**src/rtl/sram_ctrl_pkg.sv**
```systemverilog
package sram_ctrl_pkg;

  typedef enum logic [2:0] {
    ST_IDLE,
    ST_READ,
    ST_WSETUP,
    ST_WPULSE,
    ST_WHOLD,
    ST_RETAIN,
    ST_RECOVER
  } ctrl_state_e;

  function automatic int cyc_ceil(input int ns, input int period);
    return (ns + period - 1) / period;
  endfunction

  function automatic int imax(input int a, input int b);
    return (a > b) ? a : b;
  endfunction

endpackage

```
**src/rtl/sram_ctrl_timer.sv**
```systemverilog
module sram_ctrl_timer #(
  parameter int CW = 4
) (
  input  logic          clk,
  input  logic          rst_n,
  input  logic          load,
  input  logic [CW-1:0] load_val,
  output logic          busy
);

  logic [CW-1:0] cnt_q;

  always_ff @(posedge clk or negedge rst_n) begin
    if (!rst_n) begin
      cnt_q <= '0;
    end else if (load) begin
      cnt_q <= load_val;
    end else if (cnt_q != '0) begin
      cnt_q <= cnt_q - 1'b1;
    end
  end

  assign busy = (cnt_q != '0);

endmodule

```
**src/rtl/sram_ctrl_seq.sv**
```systemverilog
module sram_ctrl_seq
  import sram_ctrl_pkg::*;
#(
  parameter int CW    = 4,
  parameter int N_ACC = 14,
  parameter int N_CYC = 14,
  parameter int N_REL = 7
) (
  input  logic          clk,
  input  logic          rst_n,
  input  logic          req_valid,
  input  logic          req_write,
  input  logic          sleep_req,
  input  logic          ph_busy,
  input  logic          rel_busy,
  output logic          req_ready,
  output logic          accept,
  output logic          rd_done,
  output logic          ph_load,
  output logic [CW-1:0] ph_val,
  output logic          rel_load,
  output logic [CW-1:0] rel_val,
  output logic          ce_n,
  output logic          we_n,
  output logic          oe_n,
  output logic          dq_oe
);

  ctrl_state_e state_q, state_d;

  // the host may only start work from idle, outside retention, bus released
  assign req_ready = (state_q == ST_IDLE) && !sleep_req && !rel_busy;
  assign accept    = req_valid && req_ready;

  always_comb begin
    state_d  = state_q;
    ph_load  = 1'b0;
    ph_val   = '0;
    rel_load = 1'b0;
    rel_val  = CW'(N_REL);
    rd_done  = 1'b0;
    case (state_q)
      ST_IDLE: begin
        if (sleep_req) begin
          state_d = ST_RETAIN;
        end else if (accept) begin
          ph_load = 1'b1;
          if (req_write) begin
            state_d = ST_WSETUP;
            ph_val  = '0;
          end else begin
            state_d = ST_READ;
            ph_val  = CW'(N_ACC - 1);
          end
        end
      end
      ST_READ: begin
        if (!ph_busy) begin
          state_d  = ST_IDLE;
          rd_done  = 1'b1;
          rel_load = 1'b1;
        end
      end
      ST_WSETUP: begin
        state_d = ST_WPULSE;
        ph_load = 1'b1;
        ph_val  = CW'(N_CYC - 1);
      end
      ST_WPULSE: begin
        if (!ph_busy) state_d = ST_WHOLD;
      end
      ST_WHOLD: begin
        state_d = ST_IDLE;
      end
      ST_RETAIN: begin
        if (!sleep_req) begin
          state_d = ST_RECOVER;
          ph_load = 1'b1;
          ph_val  = CW'(N_CYC - 1);
        end
      end
      ST_RECOVER: begin
        if (!ph_busy) state_d = ST_IDLE;
      end
      default: state_d = ST_IDLE;
    endcase
  end

  always_ff @(posedge clk or negedge rst_n) begin
    if (!rst_n) state_q <= ST_IDLE;
    else        state_q <= state_d;
  end

  // strobes decode straight from the state register
  always_comb begin
    ce_n  = 1'b1;
    we_n  = 1'b1;
    oe_n  = 1'b1;
    dq_oe = 1'b0;
    case (state_q)
      ST_READ: begin
        ce_n = 1'b0;
        oe_n = 1'b0;
      end
      ST_WSETUP, ST_WHOLD: begin
        ce_n  = 1'b0;
        dq_oe = 1'b1;
      end
      ST_WPULSE: begin
        ce_n  = 1'b0;
        we_n  = 1'b0;
        dq_oe = 1'b1;
      end
      default: ;
    endcase
  end

endmodule

```
**src/rtl/sram_ctrl_dpath.sv**
```systemverilog
module sram_ctrl_dpath #(
  parameter int ADDR_W = 19,
  parameter int DATA_W = 8
) (
  input  logic              clk,
  input  logic              rst_n,
  input  logic              accept,
  input  logic [ADDR_W-1:0] req_addr,
  input  logic [DATA_W-1:0] req_wdata,
  input  logic              rd_done,
  input  logic [DATA_W-1:0] mem_dq_in,
  output logic [ADDR_W-1:0] mem_addr,
  output logic [DATA_W-1:0] mem_dq_out,
  output logic              rsp_valid,
  output logic [DATA_W-1:0] rsp_rdata
);

  // address and write data move only on acceptance, so they stay put
  // through every phase of an access and through the release wait
  always_ff @(posedge clk or negedge rst_n) begin
    if (!rst_n) begin
      mem_addr   <= '0;
      mem_dq_out <= '0;
    end else if (accept) begin
      mem_addr   <= req_addr;
      mem_dq_out <= req_wdata;
    end
  end

  always_ff @(posedge clk or negedge rst_n) begin
    if (!rst_n) begin
      rsp_valid <= 1'b0;
      rsp_rdata <= '0;
    end else begin
      rsp_valid <= rd_done;
      if (rd_done) rsp_rdata <= mem_dq_in;
    end
  end

endmodule

```
**src/rtl/sram_ctrl.sv**
```systemverilog
module sram_ctrl
  import sram_ctrl_pkg::*;
#(
  parameter int ADDR_W        = 19,
  parameter int DATA_W        = 8,
  parameter int CLK_PERIOD_NS = 5,
  parameter int T_CYCLE_NS    = 70,
  parameter int T_OE_ACC_NS   = 35,
  parameter int T_OE_REL_NS   = 30,
  parameter int T_CE_REL_NS   = 35
) (
  input  logic              clk,
  input  logic              rst_n,
  input  logic              req_valid,
  output logic              req_ready,
  input  logic              req_write,
  input  logic [ADDR_W-1:0] req_addr,
  input  logic [DATA_W-1:0] req_wdata,
  output logic              rsp_valid,
  output logic [DATA_W-1:0] rsp_rdata,
  input  logic              sleep_req,
  output logic [ADDR_W-1:0] mem_addr,
  output logic              mem_ce_n,
  output logic              mem_we_n,
  output logic              mem_oe_n,
  output logic [DATA_W-1:0] mem_dq_out,
  output logic              mem_dq_oe,
  input  logic [DATA_W-1:0] mem_dq_in
);

  localparam int N_CYC = imax(1, cyc_ceil(T_CYCLE_NS, CLK_PERIOD_NS));
  localparam int N_OEA = cyc_ceil(T_OE_ACC_NS, CLK_PERIOD_NS);
  localparam int N_ACC = imax(N_CYC, N_OEA);
  localparam int N_REL = imax(1, imax(cyc_ceil(T_OE_REL_NS, CLK_PERIOD_NS),
                                      cyc_ceil(T_CE_REL_NS, CLK_PERIOD_NS)));
  localparam int N_MAX = imax(N_ACC, N_REL);
  localparam int CW    = $clog2(N_MAX + 1);

  logic          accept, rd_done;
  logic          ph_load, ph_busy, rel_load, rel_busy;
  logic [CW-1:0] ph_val, rel_val;

  sram_ctrl_seq #(
    .CW(CW), .N_ACC(N_ACC), .N_CYC(N_CYC), .N_REL(N_REL)
  ) u_seq (
    .clk(clk), .rst_n(rst_n),
    .req_valid(req_valid), .req_write(req_write), .sleep_req(sleep_req),
    .ph_busy(ph_busy), .rel_busy(rel_busy),
    .req_ready(req_ready), .accept(accept), .rd_done(rd_done),
    .ph_load(ph_load), .ph_val(ph_val),
    .rel_load(rel_load), .rel_val(rel_val),
    .ce_n(mem_ce_n), .we_n(mem_we_n), .oe_n(mem_oe_n), .dq_oe(mem_dq_oe)
  );

  // phase timer paces access/pulse/recovery, release timer guards the bus
  sram_ctrl_timer #(.CW(CW)) u_phase_tmr (
    .clk(clk), .rst_n(rst_n), .load(ph_load), .load_val(ph_val), .busy(ph_busy)
  );

  sram_ctrl_timer #(.CW(CW)) u_release_tmr (
    .clk(clk), .rst_n(rst_n), .load(rel_load), .load_val(rel_val), .busy(rel_busy)
  );

  sram_ctrl_dpath #(.ADDR_W(ADDR_W), .DATA_W(DATA_W)) u_dpath (
    .clk(clk), .rst_n(rst_n), .accept(accept),
    .req_addr(req_addr), .req_wdata(req_wdata), .rd_done(rd_done),
    .mem_dq_in(mem_dq_in), .mem_addr(mem_addr), .mem_dq_out(mem_dq_out),
    .rsp_valid(rsp_valid), .rsp_rdata(rsp_rdata)
  );

endmodule

```
**config.mk**
```make
export PLATFORM = sky130hd
export DESIGN_NAME = sram_ctrl
export DESIGN_NICKNAME = d
export VERILOG_FILES = /design/src/rtl/sram_ctrl_pkg.sv /design/src/rtl/sram_ctrl_timer.sv /design/src/rtl/sram_ctrl_seq.sv /design/src/rtl/sram_ctrl_dpath.sv /design/src/rtl/sram_ctrl.sv
export SDC_FILE = /design/constraint.sdc
export NUM_CORES = 1
export LEC_CHECK = 0
export CORE_ASPECT_RATIO = 1.4
export CORE_MARGIN = 2
export CORE_UTILIZATION = 47
export CTS_CLUSTER_DIAMETER = 150
export DETAILED_ROUTE_END_ITERATION = 10
export GPL_TIMING_DRIVEN = 0
export PLACE_DENSITY = 0.95
export SLEW_MARGIN = 40
export SYNTH_ARGS = -nofsm -noshare
export SYNTH_HDL_FRONTEND = slang
export SYNTH_SLANG_ARGS = --single-unit
export TNS_END_PERCENT = 10
```
**constraint.sdc**
```tcl
create_clock -name clk -period 5.2 [get_ports clk]
set_input_delay 1.04 -clock clk [delete_from_list [all_inputs] [get_ports clk]]
set_output_delay 1.04 -clock clk [all_outputs]
set_load 0.1 [all_outputs]
```
==> results of run 1 <==
-- critical path: stages --
cell and delay [ns]:
clkdlybuf4s50_1 0.49, nor2_1 0.32, nand2_1 0.10, nor2_1 0.11, buf_2 0.43
-- metal layers --
layer / GRT usage, % / share of wire (%) / up-vias
li1: - / - / 738
met1: 21.6 / 38 / 778
met5: 0 / 0 / -
met4: 5.22 / 0.91 / 0
met2: 32.8 / 56 / 52
met3: 3.85 / 5.3 / 5
-- final cells by class --
class	count	area (um^2)
Clock buffer	8	100
Fill cell	384	1540
Multi-Input combinational cell	100	926
Inverter	8	30.0
Sequential cell	47	1180
Timing Repair Buffer	81	613
Buffer	5	36.3
Tap cell	62	77.6
-- worst min path at each step --
stage	startpoint	endpoint	cells after the start
6_report	u_dpath.rsp_rdata[0]	u_dpath.rsp_rdata[0]	1
5_1_grt	u_dpath.rsp_rdata[7]	u_dpath.rsp_rdata[7]	1
4_1_cts	u_dpath.rsp_rdata[0]	u_dpath.rsp_rdata[0]	1
3_5_place_dp	u_dpath.mem_dq_out[0]	u_dpath.mem_dq_out[0]	1
3_3_place_gp	u_dpath.mem_dq_out[6]	u_dpath.mem_dq_out[6]	1
2_1_floorplan	u_release_tmr.cnt_q[0]	u_release_tmr.cnt_q[0]	2
-- registers in the layout, indices dropped and copies added, names as in the netlist --
| register | count |
|---|---|
| u_dpath.rsp_rdata | 8 |
| u_dpath.rsp_valid | 1 |
| u_phase_tmr.cnt_q | 4 |
| u_seq.state_q | 3 |
| u_dpath.mem_dq_out | 8 |
| u_release_tmr.cnt_q | 4 |
| u_dpath.mem_addr | 19 |
-- through the flow --
step           cells  util (%)  instance area (um^2)  worst slack [ns]  hold WS, ns
2_1_floorplan    160         -                  2170              1.54        0.510
3_3_place_gp     302      67.7                  3050             0.956        0.486
3_5_place_dp     303      63.5                  2860              1.68        0.491
4_1_cts          311      65.8                  2960              1.67        0.511
5_1_grt          311      65.8                  2960              1.56        0.531
6_report         311      65.8                  2960              1.67        0.506
-- synthesized netlist by cell type, drive strengths merged (2+ instances only) --
library cell   n
nor3b          2
or3b           2
nand2          6
inv            8
dfrtp         47
nand3          4
nor2           9
nor2b          3
a31oi          2
nor3           3
o211ai         4
mux2i          2
a21oi          3
or3            2
ha             4
nand2b         3
buf            4
mux2          36
and2           2
xnor2          2
-- logic make-up after synthesis --
group | after synthesis | synth area share [%]
mux | 38 | 22.9
buf+inv | 13 | 3.06
flops | 47 | 54.2
compound gates | 15 | 4.90
fa+ha+maj | 4 | 2.31
simple gates | 41 | 11.8
xor+xnor | 2 | 0.808
==> results.md, run 1 <==
- Leading area contributor after synthesis: dfrtp_1
- Clock transition at the registers of the reported paths: ~0.080 ns
- Mapped cell area: 0.00217 mm^2
- Post-CTS setup buffer count: 0
- Peak Freq: 284 MHz
- Capture point of the worst reg-to-reg path: u_dpath.rsp_rdata[2]
- Critical path class: input port to output port
- Vias in the first global route: about 1,600
- # setup viols final: 0
- P&R area growth vs syn: 36.5%
- Wire per inst: around 14 um
- I/O pin count: approximately 80
- Port bufs: 80
- H-tree lvl count: 2
- Cell Rows: 29
- Clock Skews: between 0.005 and 0.006 ns
- Worst setup EP type: output port
- Syn Area/Cell: roughly 14 um^2
- Yosys warning total: 0
- Final Hold Vio Count: 0
- Outcome: complete, no violations
- Worst Setup SP: sleep_req
- Commonest non-fill, non-tap cells in the layout: dfrtp_1 (47), buf_2 (43), clkdlybuf4s50_1 (38), mux2_4 (19), mux2_2 (17)
- # nets final: 292
- Synth Instances: 160
- Overall routing resource usage: 18.4%
- Ys async rst share: between 90% and 100%
- DRC: 0
- CTS Buf Count: 5
- Clock Sinks: 47
- Share of the synthesized area in the top cell type: a little over half
- Crit share post-route: 67.8%
- Register area share after synthesis: between 50% and 60%
- R2r setup slk: approximately 3.3 ns
- Worst hold path class: register to register
- Initial Util: about half
- Synth cell types: 37
- Actual slew at the worst max-slew pin: ~0.50 ns
- Ant. Diodes: 0
- DR vias: 1,573
- Total gr overflow: 0
- Max Buffers Root-to-Sink: 2
- RD Place Congestion: approximately 0.77
- Rel. slew slack: 67.0%
- Core ar.: 0.00450 mm^2
- Die height: between 80 and 90 um
- Die width: 61.4 um
- RSZ-0062 raised after global routing: false
- Max Cap Viol: 0
- Worst Path Required: 4.16 ns
- Layout cell share with drive strength beyond 1: about two fifths
- Initial antenna violation count: 0
- Final min period: 3.53 ns
- Register-to-Register Path Depth: 6
- Critical Path Sink: req_ready
- Synth area leaders: dfrtp_1 (54%), mux2_4 (13%), mux2_2 (8.8%), ha_1 (2.3%), nor2_1 (1.6%)
- Max Slew Vio Count: 0
- Mapped Nets: ~200
- DRT Wirelength: 4400 um
- Wire length of the first global-routing pass: 7270 um
- Hpwl dp: between 3000 and 4000 um
- Number of synthesized register bits: between 40 and 50
- Die area: about 0.0052 mm^2
- Clk root buf: clkbuf_8
- Setup_tns: 0 ns
- Drt first pass iters: 4
- CP arrival: roughly 2.5 ns
- Clk Latency, worst-skew pair: about 0.29 ns
- Number of flops mapped to enable cells by yosys: 0
- Largest net degree at the start of global routing: 32
- Most used DFF post-synth: dfrtp_1
- Commonest non-fill, non-tap cell in the layout: dfrtp_1
- Crit start category: input port
- Vias per cell: 5.06
- Hold buffer count at cts: 0
- Post-CTS resize count: 0
- DR iter-0 viols: 18
- CTS tree: done
- Crit path max fanout: 6
- Antenna viol nets, final: 0
- Reg2reg start: u_phase_tmr.cnt_q[0]
Power of run 1 is not shown: default switching activity piles up to over one toggle a cycle in this logic, so the estimate is an artifact.
==> run 2: changes to the inputs <==
Settings changed: CORE_UTILIZATION 47 to 40, PLACE_DENSITY 0.95 to 0.87.
Clock period 5.2 ns to 2.9 ns, I/O delays scaled along.
==> results.md, run 2 (synthesis gave the netlist of run 1 again) <==
- Crit share post-route: between 90 and 100%
- Port bufs: 80 (unchanged)
- Die height: 91.1 um (+8.0%)
- Clk Latency, worst-skew pair: 0.29 ns (about the same)
- DR vias: 1,553 (-1.3%)
- Top delay family on crit path: buffers and inverters
- # nets final: 292 (unchanged)
- Commonest non-fill, non-tap cell in the layout: dfrtp_1
- Die width: 66.2 um (+7.8%)
- Post-CTS setup buffer count: 0 (unchanged)
- CP peak stage delay: 0.50 ns (about the same)
- Core ar.: 0.00520 mm^2 (+16%)
- Antenna viol nets, final: 0 (unchanged)
- Initial Util: 41.7% (-6.5 points)
- Worst Path Required: 2.32 ns (-1.84 ns)
- H-tree lvl count: 2 (unchanged)
- Max Buffers Root-to-Sink: 2 (unchanged)
- Outcome: complete, no violations
- Clock Sinks: 47 (unchanged)
- Largest regs: u_dpath.mem_addr x19, u_dpath.mem_dq_out x8, u_dpath.rsp_rdata x8
- CP bufs+invs: 2 (unchanged)
- Crit path max fanout: 6 (unchanged)
- RSZ-0062 raised after global routing: false
- # setup viols final: 0 (unchanged)
- DR iter-0 viols: 121 (+103)
- Max Cap Viol: 0 (unchanged)
- Worst Setup SP: sleep_req
- Top reg by flops: u_dpath.mem_addr
- Initial antenna violation count: 0 (unchanged)
- Commonest non-fill, non-tap cells in the layout: dfrtp_1 (47), buf_2 (43), clkdlybuf4s50_1 (38), mux2_4 (19), mux2_2 (17)
- CTS tree: done
- Rel. slew slack: 67.1% (+0.092 points)
- Clk root buf: clkbuf_8
- Capture point of the worst reg-to-reg path: u_dpath.rsp_rdata[2]
- Overall routing resource usage: 15.9% (-2.5 points)
- Critical Path Sink: req_ready
- # fillers: 457 (+19%)
- Vias in the first global route: 1,587 (-3.8%)
- CTS Buf Count: 5 (unchanged)
- Worst path most repeated cell: nor2_1
- Ant. Diodes: 0 (unchanged)
- DRC: 0 (unchanged)
- Worst-path cell chain: clkdlybuf4s50_1 > nor2_1 > nand2_1 > nor2_1 > buf_2
- Final Hold Vio Count: 0 (unchanged)
- Worst path depth: 5 (unchanged)
- Actual slew at the worst max-slew pin: 0.497 ns (-0.00140 ns)
- Clock transition at the registers of the reported paths: 0.08 ns (about the same)
- Wire per inst: 14.1 um (-0.28%)
- Total gr overflow: 0 (unchanged)
- Post-CTS resize count: 0 (unchanged)
- I/O pin count: 81 (unchanged)
- RD Place Congestion: 0.747 (-3.6%)
- Setup_tns: 0 ns (unchanged)
- Vias per cell: 4.93 (-2.5%)
- Hold buffer count at cts: 0 (unchanged)
- Clock Skews: 0.00437 ns (-0.00154 ns)
- DRT Wirelength: 4450 um (+1.0%)
- Crit start category: input port
- Max FFs per register: 19 (unchanged)
- Wire length of the first global-routing pass: 7400 um (+1.7%)
- Layout cell share with drive strength beyond 1: 39.8% (+0.80 points)
- Slowest cell on the critical path: clkdlybuf4s50_1
- Max Slew Vio Count: 0 (unchanged)
- Reg2reg start: u_phase_tmr.cnt_q[0]
- Hpwl dp: 3460 um (+0.22%)
- Worst hold path class: input port to async pin
- Register-to-Register Path Depth: 6 (unchanged)
- Worst setup EP type: output port
- Cell Rows: 31 (+6.9%)
- Final min period: 2.66 ns
- CP arrival: 2.08 ns (-0.41 ns)
- R2r setup slk: 0.91 ns (-2.34 ns)
- Largest net degree at the start of global routing: 25 (-22%)
- Peak Freq: ~380 MHz
- Critical path class: input port to output port
- Die area: 0.00603 mm^2 (+16%)
- P&R area growth vs syn: 37.6%
- Drt first pass iters: 4 (unchanged)
run 2: changes by cell type in the layout (fill, tap and decap cells not counted):
cell | before | now
bufinv_16 | 0 | 1
clkbuf_1 | 2 | 1
clkbuf_8 | 7 | 6
clkinv_2 | 0 | 1
nor2_1 | 9 | 8
nor2_2 | 0 | 1
run 2: worst min path at each step:
stage / slack (ns) / depth (start not counted) / to
2_1_floorplan: 0.28 / 0 / u_dpath.mem_addr[0]
3_3_place_gp: 0.49 / 1 / u_dpath.mem_dq_out[4]
3_5_place_dp: 0.49 / 1 / u_dpath.mem_addr[11]
4_1_cts: 0.17 / 1 / u_dpath.rsp_rdata[1]
5_1_grt: 0.18 / 1 / u_dpath.rsp_rdata[6]
6_report: 0.17 / 1 / u_dpath.rsp_rdata[1]
run 2: worst reg2reg max path, delay by kind of cell, from the launching register on:
| kind | cells | cell delay [ns] |
|---|---|---|
| flops | 1 | 0.38 |
| mux | 1 | 0.37 |
| buf+inv | 2 | 0.34 |
| fa+ha+maj | 1 | 0.22 |
| simple gates | 2 | 0.58 |
run 2: layout make-up:
type	instances	area, um^2	share of cell area [%]
Clock inverter	2	35.0	1.17
Timing Repair Buffer	81	613	20.5
Sequential cell	47	1180	39.4
Tap cell	66	82.6	2.77
Inverter	8	30.0	1.01
Buffer	5	36.3	1.22
Multi-Input combinational cell	100	928	31.1
Clock buffer	6	82.6	2.77
run 2: per-layer routing:
layer | routed length, um | vias up | share of wire (%) | global-route usage (%)
met5 | 0 | - | 0 | 0
met4 | 102 | 0 | 2.3 | 6.80
met3 | 215 | 10 | 4.8 | 4.09
met2 | 2400 | 51 | 54 | 27.3
met1 | 1730 | 755 | 39 | 18.3
li1 | - | 737 | - | -
run 2: metrics by stage:
stage                     hold WS, ns  util, %  worst slack [ns]  cells  cell area (um^2)
final                           0.172     57.4             0.243    315              2980
after global placement          0.487     58.8            -0.443    306              3050
after floorplan                 0.284        -           -0.0819    160              2170
after detailed placement        0.487     55.2             0.244    307              2870
after CTS                       0.172     57.4             0.232    315              2980
after global routing            0.183     57.4             0.135    315              2980
Power of run 2 is left out for the same reason.
==> run 3: changes to the inputs <==
Settings changed: CTS_BUF_LIST set to sky130_fd_sc_hd__clkbuf_8 sky130_fd_sc_hd__clkbuf_16.
==> results of run 3 <==
Same layout as run 2: the final DEF is identical, and so are final timing and power.
Power of run 3 is left out for the same reason.
